[src/rtl/macc_pkg.sv]
package macc_pkg;

  // Largest configuration string the decoder walks.
  localparam int CFG_MAX = 512;
  // Upper bound on terms the decoder walks.
  localparam int MAX_TERMS = 64;

  // Field selectors for cfg_walk.
  localparam int SEL_SGN   = 0;
  localparam int SEL_SUB   = 1;
  localparam int SEL_SZA   = 2;
  localparam int SEL_SZB   = 3;
  localparam int SEL_OFF   = 4;
  localparam int SEL_COUNT = 5;
  localparam int SEL_CBITS = 6;
  localparam int SEL_DBITS = 7;
  localparam int SEL_BAD   = 8;

  // Read n bits LSB first starting at pos.
  function automatic int cfg_rd(input logic [CFG_MAX-1:0] c, input int pos, input int n);
    int v;
    v = 0;
    for (int i = 0; i < n; i++) begin
      if ((pos + i) < CFG_MAX && c[pos+i]) v = v | (1 << i);
    end
    return v;
  endfunction

  // Walk the records. For a term field selector, idx names the term;
  // for the summary selectors, idx is ignored.
  function automatic int cfg_walk(input logic [CFG_MAX-1:0] c, input int a_w,
                                  input int idx, input int sel);
    int n, pos, cur, cnt, bad;
    int sg, sb, za, zb;
    n   = cfg_rd(c, 0, 4);
    pos = 4;
    cur = 0;
    cnt = 0;
    bad = (n == 0) ? 1 : 0;
    for (int k = 0; k < MAX_TERMS; k++) begin
      if (cur < a_w && bad == 0) begin
        sg = cfg_rd(c, pos, 1);
        sb = cfg_rd(c, pos + 1, 1);
        za = cfg_rd(c, pos + 2, n);
        zb = cfg_rd(c, pos + 2 + n, n);
        if (k == idx) begin
          case (sel)
            SEL_SGN: return sg;
            SEL_SUB: return sb;
            SEL_SZA: return za;
            SEL_SZB: return zb;
            SEL_OFF: return cur;
            default: ;
          endcase
        end
        if (za == 0) bad = 1;
        pos = pos + 2 + 2 * n;
        cur = cur + za + zb;
        cnt = cnt + 1;
      end
    end
    if (cur < a_w) bad = 1;
    case (sel)
      SEL_COUNT: return cnt;
      SEL_CBITS: return pos;
      SEL_DBITS: return cur;
      SEL_BAD:   return bad;
      default:   return 0;
    endcase
  endfunction

endpackage

[src/rtl/macc_term.sv]
module macc_term #(
  parameter int W     = 8,
  parameter int AW    = 4,
  parameter int BW    = 1,
  parameter bit HAS_B = 1'b1,
  parameter bit SGN   = 1'b0,
  parameter bit SUB   = 1'b0
) (
  input  logic [AW-1:0] a,
  input  logic [BW-1:0] b,
  input  logic [W-1:0]  acc_in,
  output logic [W-1:0]  acc_out
);

  logic [W-1:0] ext_a;
  logic [W-1:0] ext_b;
  logic [W-1:0] prod;

  // Operand extension to the result width.
  if (SGN) begin : g_sext
    assign ext_a = W'($signed(a));
    assign ext_b = W'($signed(b));
  end else begin : g_zext
    assign ext_a = W'($unsigned(a));
    assign ext_b = W'($unsigned(b));
  end

  // Product or plain operand; low W bits of a product of W-bit
  // extended values equal the true product modulo 2^W.
  if (HAS_B) begin : g_mul
    assign prod = ext_a * ext_b;
  end else begin : g_pass
    logic [W-1:0] unused_b;
    assign unused_b = ext_b;
    assign prod     = ext_a;
  end

  if (SUB) begin : g_sub
    assign acc_out = acc_in - prod;
  end else begin : g_add
    assign acc_out = acc_in + prod;
  end

endmodule

[src/rtl/macc_bitsum.sv]
module macc_bitsum #(
  parameter int W      = 8,
  parameter int BITS_W = 3
) (
  input  logic [BITS_W-1:0] bits,
  output logic [W-1:0]      cnt
);

  always_comb begin
    cnt = '0;
    for (int i = 0; i < BITS_W; i++) begin
      cnt = cnt + W'(bits[i]);
    end
  end

endmodule

[src/rtl/macc_out_stage.sv]
module macc_out_stage #(
  parameter int W       = 8,
  parameter bit REG_OUT = 1'b1
) (
  input  logic         clk,
  input  logic         rst,
  input  logic         in_valid,
  output logic         in_ready,
  input  logic [W-1:0] sum,
  output logic         out_valid,
  input  logic         out_ready,
  output logic [W-1:0] out_data
);

  if (REG_OUT) begin : g_reg
    logic         hold_v;
    logic [W-1:0] hold_d;

    assign in_ready = !hold_v || out_ready;

    always_ff @(posedge clk) begin
      if (rst) begin
        hold_v <= 1'b0;
        hold_d <= '0;
      end else if (in_valid && in_ready) begin
        hold_v <= 1'b1;
        hold_d <= sum;
      end else if (out_ready) begin
        hold_v <= 1'b0;
      end
    end

    assign out_valid = hold_v;
    assign out_data  = hold_d;

    AST_TAKE_LOADS: assert property (@(posedge clk) disable iff (rst)
      in_valid && in_ready |=> out_valid && out_data == $past(sum));
    AST_STALL_HOLD: assert property (@(posedge clk) disable iff (rst)
      out_valid && !out_ready |=> out_valid && $stable(out_data));
    AST_RESET_CLEAR: assert property (@(posedge clk) disable iff (rst)
      $fell(rst) |-> !out_valid && out_data == '0);
  end else begin : g_comb
    logic unused_clk;
    assign unused_clk = clk ^ rst;
    assign in_ready   = out_ready;
    assign out_valid  = in_valid;
    assign out_data   = sum;
  end

endmodule

[src/rtl/macc_unit.sv]
module macc_unit #(
  parameter int W       = 8,
  parameter int A_W     = 20,
  parameter int BITS_W  = 3,
  parameter int CFG_W   = 36,
  parameter logic [CFG_W-1:0] CFG = {
    3'd0, 3'd2, 1'b1, 1'b0,   // term 3: unsigned, subtract, A=2, no B
    3'd0, 3'd4, 1'b0, 1'b1,   // term 2: signed, add, A=4, no B
    3'd3, 3'd3, 1'b1, 1'b1,   // term 1: signed, subtract, 3x3
    3'd4, 3'd4, 1'b0, 1'b0,   // term 0: unsigned, add, 4x4
    4'd3                      // size-field width
  },
  parameter bit REG_OUT = 1'b1
) (
  input  logic              clk,
  input  logic              rst,
  input  logic              in_valid,
  output logic              in_ready,
  input  logic [A_W-1:0]    in_data,
  input  logic [BITS_W-1:0] in_bits,
  output logic              out_valid,
  input  logic              out_ready,
  output logic [W-1:0]      out_data
);

  import macc_pkg::*;

  localparam logic [CFG_MAX-1:0] CFG_EXT = CFG_MAX'(CFG);
  localparam int NT     = cfg_walk(CFG_EXT, A_W, 0, SEL_COUNT);
  localparam int USED_C = cfg_walk(CFG_EXT, A_W, 0, SEL_CBITS);
  localparam int USED_D = cfg_walk(CFG_EXT, A_W, 0, SEL_DBITS);
  localparam int BAD    = cfg_walk(CFG_EXT, A_W, 0, SEL_BAD);
  localparam bit CFG_OK = (CFG_W <= CFG_MAX) && (USED_C == CFG_W) &&
                          (USED_D == A_W) && (BAD == 0) && (NT >= 1);
  localparam int NT_E   = (NT >= 1) ? NT : 1;

  if (!CFG_OK) begin : g_cfg_bad
    $fatal(1, "macc_unit: configuration string does not match its records or the data width");
  end

  logic [W-1:0] acc [0:NT_E];
  logic [W-1:0] bit_cnt;
  logic [W-1:0] sum_all;

  assign acc[0] = '0;

  for (genvar t = 0; t < NT_E; t++) begin : g_term
    localparam int  SZA = cfg_walk(CFG_EXT, A_W, t, SEL_SZA);
    localparam int  SZB = cfg_walk(CFG_EXT, A_W, t, SEL_SZB);
    localparam int  OFF = cfg_walk(CFG_EXT, A_W, t, SEL_OFF);
    localparam bit  SG  = cfg_walk(CFG_EXT, A_W, t, SEL_SGN) != 0;
    localparam bit  SB  = cfg_walk(CFG_EXT, A_W, t, SEL_SUB) != 0;
    localparam int  AWE = (SZA > 0) ? SZA : 1;
    localparam int  BWE = (SZB > 0) ? SZB : 1;
    localparam int  BOF = OFF + SZA;

    logic [AWE-1:0] op_a;
    logic [BWE-1:0] op_b;

    assign op_a = in_data[OFF +: AWE];
    if (SZB > 0) begin : g_b
      assign op_b = in_data[BOF +: BWE];
    end else begin : g_nob
      assign op_b = '0;
    end

    macc_term #(
      .W(W), .AW(AWE), .BW(BWE), .HAS_B(SZB > 0), .SGN(SG), .SUB(SB)
    ) u_term (
      .a(op_a), .b(op_b), .acc_in(acc[t]), .acc_out(acc[t+1])
    );
  end

  macc_bitsum #(.W(W), .BITS_W(BITS_W)) u_bits (
    .bits(in_bits), .cnt(bit_cnt)
  );

  assign sum_all = acc[NT_E] + bit_cnt;

  macc_out_stage #(.W(W), .REG_OUT(REG_OUT)) u_out (
    .clk(clk), .rst(rst),
    .in_valid(in_valid), .in_ready(in_ready), .sum(sum_all),
    .out_valid(out_valid), .out_ready(out_ready), .out_data(out_data)
  );

  AST_ZERO_SUM: assert property (@(posedge clk) disable iff (rst)
    in_data == '0 && in_bits == '0 |-> sum_all == '0);
  AST_BITS_ONLY: assert property (@(posedge clk) disable iff (rst)
    in_data == '0 |-> sum_all == bit_cnt);
  AST_STALL_BLOCKS: assert property (@(posedge clk) disable iff (rst)
    out_valid && !out_ready |-> !in_ready);

endmodule

[config.mk]
export PLATFORM = sky130hd
export DESIGN_NAME = macc_unit
export DESIGN_NICKNAME = d
export VERILOG_FILES = /design/src/rtl/macc_pkg.sv /design/src/rtl/macc_term.sv /design/src/rtl/macc_bitsum.sv /design/src/rtl/macc_out_stage.sv /design/src/rtl/macc_unit.sv
export SDC_FILE = /design/constraint.sdc
export NUM_CORES = 1
export LEC_CHECK = 0
export ABC_AREA = 1
export BUFFER_PORTS_ARGS = -buffer_cell sky130_fd_sc_hd__buf_2
export CORE_MARGIN = 1
export CORE_UTILIZATION = 50
export CTS_BUF_LIST = sky130_fd_sc_hd__clkbuf_8
export DETAILED_ROUTE_END_ITERATION = 16
export PLACE_DENSITY = 0.8
export SYNTH_ARGS = -nofsm -noshare
export SYNTH_HDL_FRONTEND = slang
export SYNTH_SLANG_ARGS = --single-unit
[constraint.sdc]
create_clock -name clk -period 12 [get_ports clk]
set_input_delay 1.2 -clock clk [delete_from_list [all_inputs] [get_ports clk]]
set_output_delay 1.2 -clock clk [all_outputs]
set_load 0.01 [all_outputs]
==> After elaboration in Yosys (flattened, before gate mapping) <==
Cells that the tools add are included.
{ "word_totals": {"regBits": 9, "out_inout_bits": 10, "word_cells": 16} }
{ "op_classes": {"add_sub_neg": 6, "mul": 2, "n_mux": 2, "n_reduce_logical": 4} }
{ "op_table": {"columns": ["operator", "n"], "rows": [
  ["$add 8x8->8", 2],
  ["$add 8x1->8", 1],
  ["$mul 4x4->8", 1],
  ["$sub 8x2->8", 1],
  ["$sub 8x8->8", 1],
  ["$mul 3x3->6", 1],
  ["$add 1x1->2", 1],
  ["$mux 1", 2],
  ["$reduce_bool 2->1", 1],
  ["$logic_and 1x1->1", 1],
  ["$logic_not 1->1", 1],
  ["$logic_or 1x1->1", 1]
]} }

==> Logic depth before layout (Yosys ltp) <==
Gate-level depths: netlist (run 1).
{ "depth": {"word_depth": 5, "depth_mapped": 27} }

==> Hierarchy <==
A second synthesis (run 1) with hierarchy kept.
{ "unflattened": {"cells_unflattened": 434, "area_unflattened_um2": 2864.0} }
{ "modules_own_cells": {"columns": ["module", "n_inst", "cells_per_inst", "area_each_um2"], "rows": [
  ["macc_term at g_term[0].u_term", 1, 117, 762.0],
  ["macc_term at g_term[1].u_term", 1, 97, 633.1],
  ["macc_out_stage", 1, 57, 473.0],
  ["macc_unit", 1, 61, 365.4],
  ["macc_term at g_term[2].u_term", 1, 60, 361.6],
  ["macc_term at g_term[3].u_term", 1, 34, 200.2],
  ["macc_bitsum", 1, 8, 68.8]
]} }

==> Least setup slack after synthesis (run 1) <==
OpenSTA, ideal clock, no wires.
{ "synth_timing": {"path_type": "input -> register", "from": "input in_data[13]", "to": "register u_out.g_reg.hold_d[7], in the netlist u_out.out_data[7]", "setup_ps": 109, "arrival_ps": 5874, "required_ps": 11891, "slack_ps": 6017, "stages": 25, "path_buffers": 0, "cell_sequence": "inv_1 or2_2 fa_1 inv_1 fa_1 ha_1 inv_1 fa_1 inv_1 ha_1 fa_1 inv_1 fa_1 inv_1 fa_1 inv_1 ha_1 nand2_1 nand2_1 nand2_1 nand3_1 nand2_1 nand3_1 nand2_1 inv_1"} }
{ "synth_via": {"elab_chain_cells": 5} }
{ "synth_rtl": {"columns": ["element", "line_no", "rtl"], "rows": [
  ["start, declared", "macc_unit.sv:19", "input logic [A_W-1:0] in_data,"],
  ["$mul 3x3->6", "macc_term.sv:31", "assign prod = ext_a * ext_b;"],
  ["$sub 8x8->8", "macc_term.sv:39", "assign acc_out = acc_in - prod;"],
  ["$add 8x8->8", "macc_term.sv:41", "assign acc_out = acc_in + prod;"],
  ["$sub 8x2->8", "macc_term.sv:39", null],
  ["$add 8x8->8", "macc_unit.sv:78", "assign sum_all = acc[NT_E] + bit_cnt;"],
  ["end signal, assigned", "macc_out_stage.sv:27", "hold_d <= sum;"],
  ["end, declared", "macc_out_stage.sv:17", "logic [W-1:0] hold_d;"]
]} }
Every way passes these cells.
A chain may end at the register's enable or synchronous reset.

==> Final worst setup path (run 1) <==
Same ends and word-level chain as after synthesis.

==> results of run 1 <==
-- flip-flops by register name, indices dropped and copies added (netlist names) --
name	count
u_out.out_data	8
u_out.out_valid	1
-- layer usage --
metal,share of wire,global-route usage
met1,0.48,0.240
met2,0.50,0.334
met3,0.028,0.0441
met4,0,0
met5,0,0
-- cells in the mapped netlist, drive strengths merged --
| cell type | number |
|---|---|
| or2 | 1 |
| o21ai | 2 |
| nand2 | 59 |
| nor3 | 1 |
| nand4 | 1 |
| xor2 | 4 |
| ha | 22 |
| dfxtp | 9 |
| nor2 | 17 |
| xnor2 | 2 |
| a211oi | 2 |
| inv | 74 |
| a21oi | 6 |
| buf | 2 |
| nand3 | 5 |
| fa | 26 |
-- cell families after synthesis --
family,count (synthesis),synth area share
DFF,9,0.103
xor gates and xnor gates,6,0.0300
buffers and inverters,76,0.170
and+or+nand+nor,84,0.203
adders and majority gates,48,0.455
AOI/OAI and AO/OA,10,0.0393
-- worst reg2reg max path, stage by stage (launching register included) --
cell	delay (ns)
dfxtp_1	0.36
nand2_4	0.07
nand2_4	0.08
inv_2	0.11
nor2_1	0.11
nor2_1	0.04
o21ai_1	0.07
inv_1	0.04
-- metrics by stage --
step	cells	util
after detailed placement	313	0.590
after global routing	317	0.603
after CTS	317	0.603
after floorplan	233	-
final	317	0.603
after global placement	313	0.590
-- layout make-up --
type,instances,share of cell area
clock buffer,3,0.0205
sequential,9,0.0895
multi-input combinational,148,0.632
tap,46,0.0286
clock inverter,1,0.00186
timing repair buffer,36,0.0895
inverter,74,0.138
-- path summary, 6_finish.rpt --
| check | endpoint | slack, ns |
|---|---|---|
| hold reg to reg | u_out.out_data[1]$_SDFFE_PP0P_ | 0.47 |
| setup reg to reg | u_out.out_data[5]$_SDFFE_PP0P_ | 11.01 |
| setup / recovery | u_out.out_data[7]$_SDFFE_PP0P_ | 5.91 |
| hold / removal | u_out.out_data[1]$_SDFFE_PP0P_ | 0.47 |
-- power breakdown --
part,total (mW),switching (mW),leakage [nW],internal (mW)
Clock,0.0339,0.0116,0.0269,0.0222
Sequential,0.0453,0.00465,0.0746,0.0406
Combinational,0.431,0.251,1.18,0.180
==> impl_metrics.ini, run 1 <==
[clock_network]
htree_num_levels = 1
post-cts-setup-buffers = 0
cts_root_buf = clkbuf_8
cts_sinks = 9
cts-buffers-inserted = 3
holdBufCountCts = 0
insertion_delay_ns = 0.23
clk_path_buf_depth = 2
cts_tree = built
path_clk_slew_ns = 0.04
ctsResizeCount = 0

[route]
remaining_drc_errors = 0
drtPass1Iterations = 4
via_per_inst = 4.44
via_count = 1408
routed_wl_um = 2810
ant_nets = 0
wl_per_cell_um = 8.87
drtIter0Drc = 27

[power_and_ir_drop]
vdd_drop_max_v = 0.000208
power-per-cell-area_mw_per_mm2 = 253
power_leakage_nw = 1.28
total_power_mw = 0.510

[place]
hpwl_um = 2580
dp_slack_ns = 5.65
io_buffers = 36
place.gp.congestion = 0.827
placed_cell_area_mm2 = 0.00197

[layout]
final_common_cell = inv_1
drive_gt1_frac = 0.188
mostFrequentLayoutCells = 73 x inv_1, 55 x nand2_1, 36 x buf_2
multi_input_area_mm2 = 0.00127
fillerInstances = 324
finalNetCount = 347
n_antenna_cell = 0
area_delta_synth_final_pct = 15.1
ff_latch_area_um2 = 180
fin_area_mm2 = 0.00201

[die]
start_util = 0.524
die_w_um = 61.1
io-pin-count = 37
num_rows = 21
die_area_mm2 = 0.00374
dieHeight_um = 61.1
core_mm2 = 0.00334

[setup_path]
slowest_stage = fa_1
critical_path_required_ns = 12.13
crit_start = in_data[13]
crit_fanout = 4
cpPeakStageDelay_ns = 0.53
rr_worst_depth = 7
crit_top_cell = inv_1
critPathTopFamily = adder cells
crit_type = primary input to register
crit_buf_inv = 9
worstSetupPathDepth = 26
end_kind = register
r2r_start = u_out.out_valid$_SDFFE_PP0P_
critPathArrivalTime_ns = 6.22
startpoint_type = primary input

[sta]
drv_slew = 0
fmax_mhz = 164
hold_violations = 0
tns_ns = 0
min_period_ns = 6.09
whs_ns = 0.475
setup_slack_ns = 5.91
rsz0062_at_grt = no
final-setup-viol-count = 0
worstMarginPinSlew_ns = 0.229
fin_crit_sh = 0.507
finClkSkew_ns = 0.00405
relSlewSlack = 0.847

[grt]
grt_max_degree = 14
grt_overflow = 0
grt_pass1_vias = 1358
antenna_found_initial = 0
grt_pass1_wl_um = 5250
grt_usage = 0.185

[yosys]
syn_area_mm2 = 0.00175
syn_inst = 233
synthesis.nets = 308
netlist.area_leader.share = 0.298
synth_warnings = 0
synth-seq-cells = 9
synthTopCellsByArea = fa_1 30%, ha_1 16%, inv_1 15%
synth_cell_types = 23
ys_seq_area_frac = 0.103
yosys.area.top_type = fa_1
syn_area_per_cell_um2 = 7.51

[outcome]
outcome = finished, final reports clean

[hold_path]
hold_class = register to register
min_from = u_out.out_data[1]$_SDFFE_PP0P_
hold_path_depth = 2

[flow_run]
maxCapViolations = 0
Note: power is estimated with default switching activity, not from simulation.
==> run 2, diff against run 1 <==
PLACE_DENSITY = 0.83   (was 0.8)
clock period = 5.3 ns   (was 12 ns; I/O delays follow)
==> impl_metrics.ini, run 2 (synthesis results as in run 1) <==
[outcome]
outcome = finished, final reports clean

[power_and_ir_drop]
power_leakage_nw = 1.31
swShare = 0.508
clkPwrFrac = 0.049
power-per-cell-area_mw_per_mm2 = 707
internal_power_mw = 0.758
vdd_drop_max_v = 0.000647
p_comb_frac = 0.884
power_frac_seq = 0.067
p_switching_mw = 0.781

[route]
wl_per_cell_um = 11.3
remaining_drc_errors = 0
drtPass1Iterations = 4
via_per_inst = 4.79
drtIter0Drc = 39
via_count = 1553
ant_nets = 0
routed_wl_um = 3670

[die]
die_area_mm2 = 0.00374
die_w_um = 61.1
core_mm2 = 0.00334
io-pin-count = 37
num_rows = 21
start_util = 0.524
dieHeight_um = 61.1

[sta]
drv_slew = 0
setup_slack_ns = 0.115
fmax_mhz = 193
relSlewSlack = 0.839
worstMarginPinSlew_ns = 0.241
hold_violations = 0
whs_ns = 0.475
fin_crit_sh = 0.978
min_period_ns = 5.19
final-setup-viol-count = 0
finClkSkew_ns = 0.000623

[clock_network]
cts-buffers-inserted = 3
clk_path_buf_depth = 2
cts_root_buf = clkbuf_8
insertion_delay_ns = 0.23
cts_sinks = 9
htree_num_levels = 1
cts_tree = built
holdBufCountCts = 0
path_clk_slew_ns = 0.04

[place]
place.gp.congestion = 0.826
dp_slack_ns = -0.372
io_buffers = 36
hpwl_um = 3050

[grt]
grt_overflow = 0
grt_max_degree = 14
grt_pass1_vias = 1544
grt_usage = 0.217
grt_pass1_wl_um = 6080
antenna_found_initial = 0

[layout]
final_common_cell = inv_1
mostFrequentLayoutCells = 63 x inv_1, 50 x nand2_1, 36 x buf_2
ff_latch_area_um2 = 180
drive_gt1_frac = 0.309
area_delta_synth_final_pct = 24.5
finalNetCount = 354
n_antenna_cell = 0
largest_register_ffs = 8
multi_input_area_mm2 = 0.00138
fillerInstances = 271

[flow_run]
maxCapViolations = 0

[setup_path]
crit_fanout = 4
slowest_stage = fa_1
end_kind = register
critical_path_required_ns = 5.43
crit_type = primary input to register
critPathArrivalTime_ns = 5.31
cpPeakStageDelay_ns = 0.53
r2r_slack_ns = 4.30
startpoint_type = primary input
crit_chain = buf_2 -> inv_2 -> or2_4 -> fa_1 -> inv_2 -> fa_2 -> ha_4 -> inv_2 -> fa_2 -> xor2_2 -> xor2_2 -> ha_1 -> inv_2 -> fa_1 -> fa_1 -> fa_1 -> ha_4 -> nand2_4 -> nor3_2 -> nor2_2 -> nand2_1 -> nand3_1 -> nand2_1 -> inv_1

[hold_path]
hold_class = register to register
run 2: repair_timing:
item | 4_1_cts | 5_1_grt
endpoints found under the setup margin | 3 | 3
setup buffers | 0 | 0
gates resized for setup | 6 | 25
pin swaps | 12 | 23
run 2: per-stage QoR:
stage,instances,area [um2],total power [mW],setup TNS (ns),util
CTS,324,2110,1.37,0,0.632
detailed placement,320,2030,1.25,-1.19,0.609
global placement,320,2030,1.17,-0.628,0.609
finish,324,2180,1.54,0,0.652
floorplan,233,1760,0.941,0,-
global route,324,2180,1.72,-0.0820,0.652
run 2: layer usage:
metal | up-vias | wire, um | share of wire | global-route usage
met1 | 761 | 1430 | 0.39 | 0.239
met3 | 4 | 144 | 0.039 | 0.0588
li1 | 755 | - | - | -
met2 | 33 | 2070 | 0.56 | 0.415
met5 | - | 0 | 0 | 0
met4 | 0 | 26 | 0.0071 | 0.0455
run 2: area by class of cell:
cell class	instances	share of cell area
multi-input cells	148	0.636
inverters	74	0.128
repair buffers	43	0.107
flip-flops and latches	9	0.0828
well taps	46	0.0264
clock buffers	3	0.0190
clock inverters	1	0.00172
run 2: critical path: cells and delay by family:
kind	cells	cell delay, ns
adder cells (fa/ha/maj)	9	3.35
XOR/XNOR	2	0.41
AND/OR/NAND/NOR	7	0.69
buffers and inverters	6	0.32
run 2: worst paths after layout:
path                                                     start                             end  cells after the start
worst max-delay path                               in_data[13]  u_out.out_data[7]$_SDFFE_PP0P_                     24
worst min-delay path            u_out.out_data[1]$_SDFFE_PP0P_  u_out.out_data[1]$_SDFFE_PP0P_                      2
worst max register to register    u_out.out_valid$_SDFFE_PP0P_  u_out.out_data[5]$_SDFFE_PP0P_                      7
worst min register to register  u_out.out_data[1]$_SDFFE_PP0P_  u_out.out_data[1]$_SDFFE_PP0P_                      2
run 2: power groups by stage:
stage | sequential [mW] | combinational [mW] | clock [mW]
after floorplan | 0.116 | 0.826 | 0
after global placement | 0.104 | 1.07 | 0
after detailed placement | 0.104 | 1.14 | 0
after CTS | 0.103 | 1.19 | 0.0776
after global routing | 0.106 | 1.53 | 0.0830
final | 0.103 | 1.36 | 0.0752
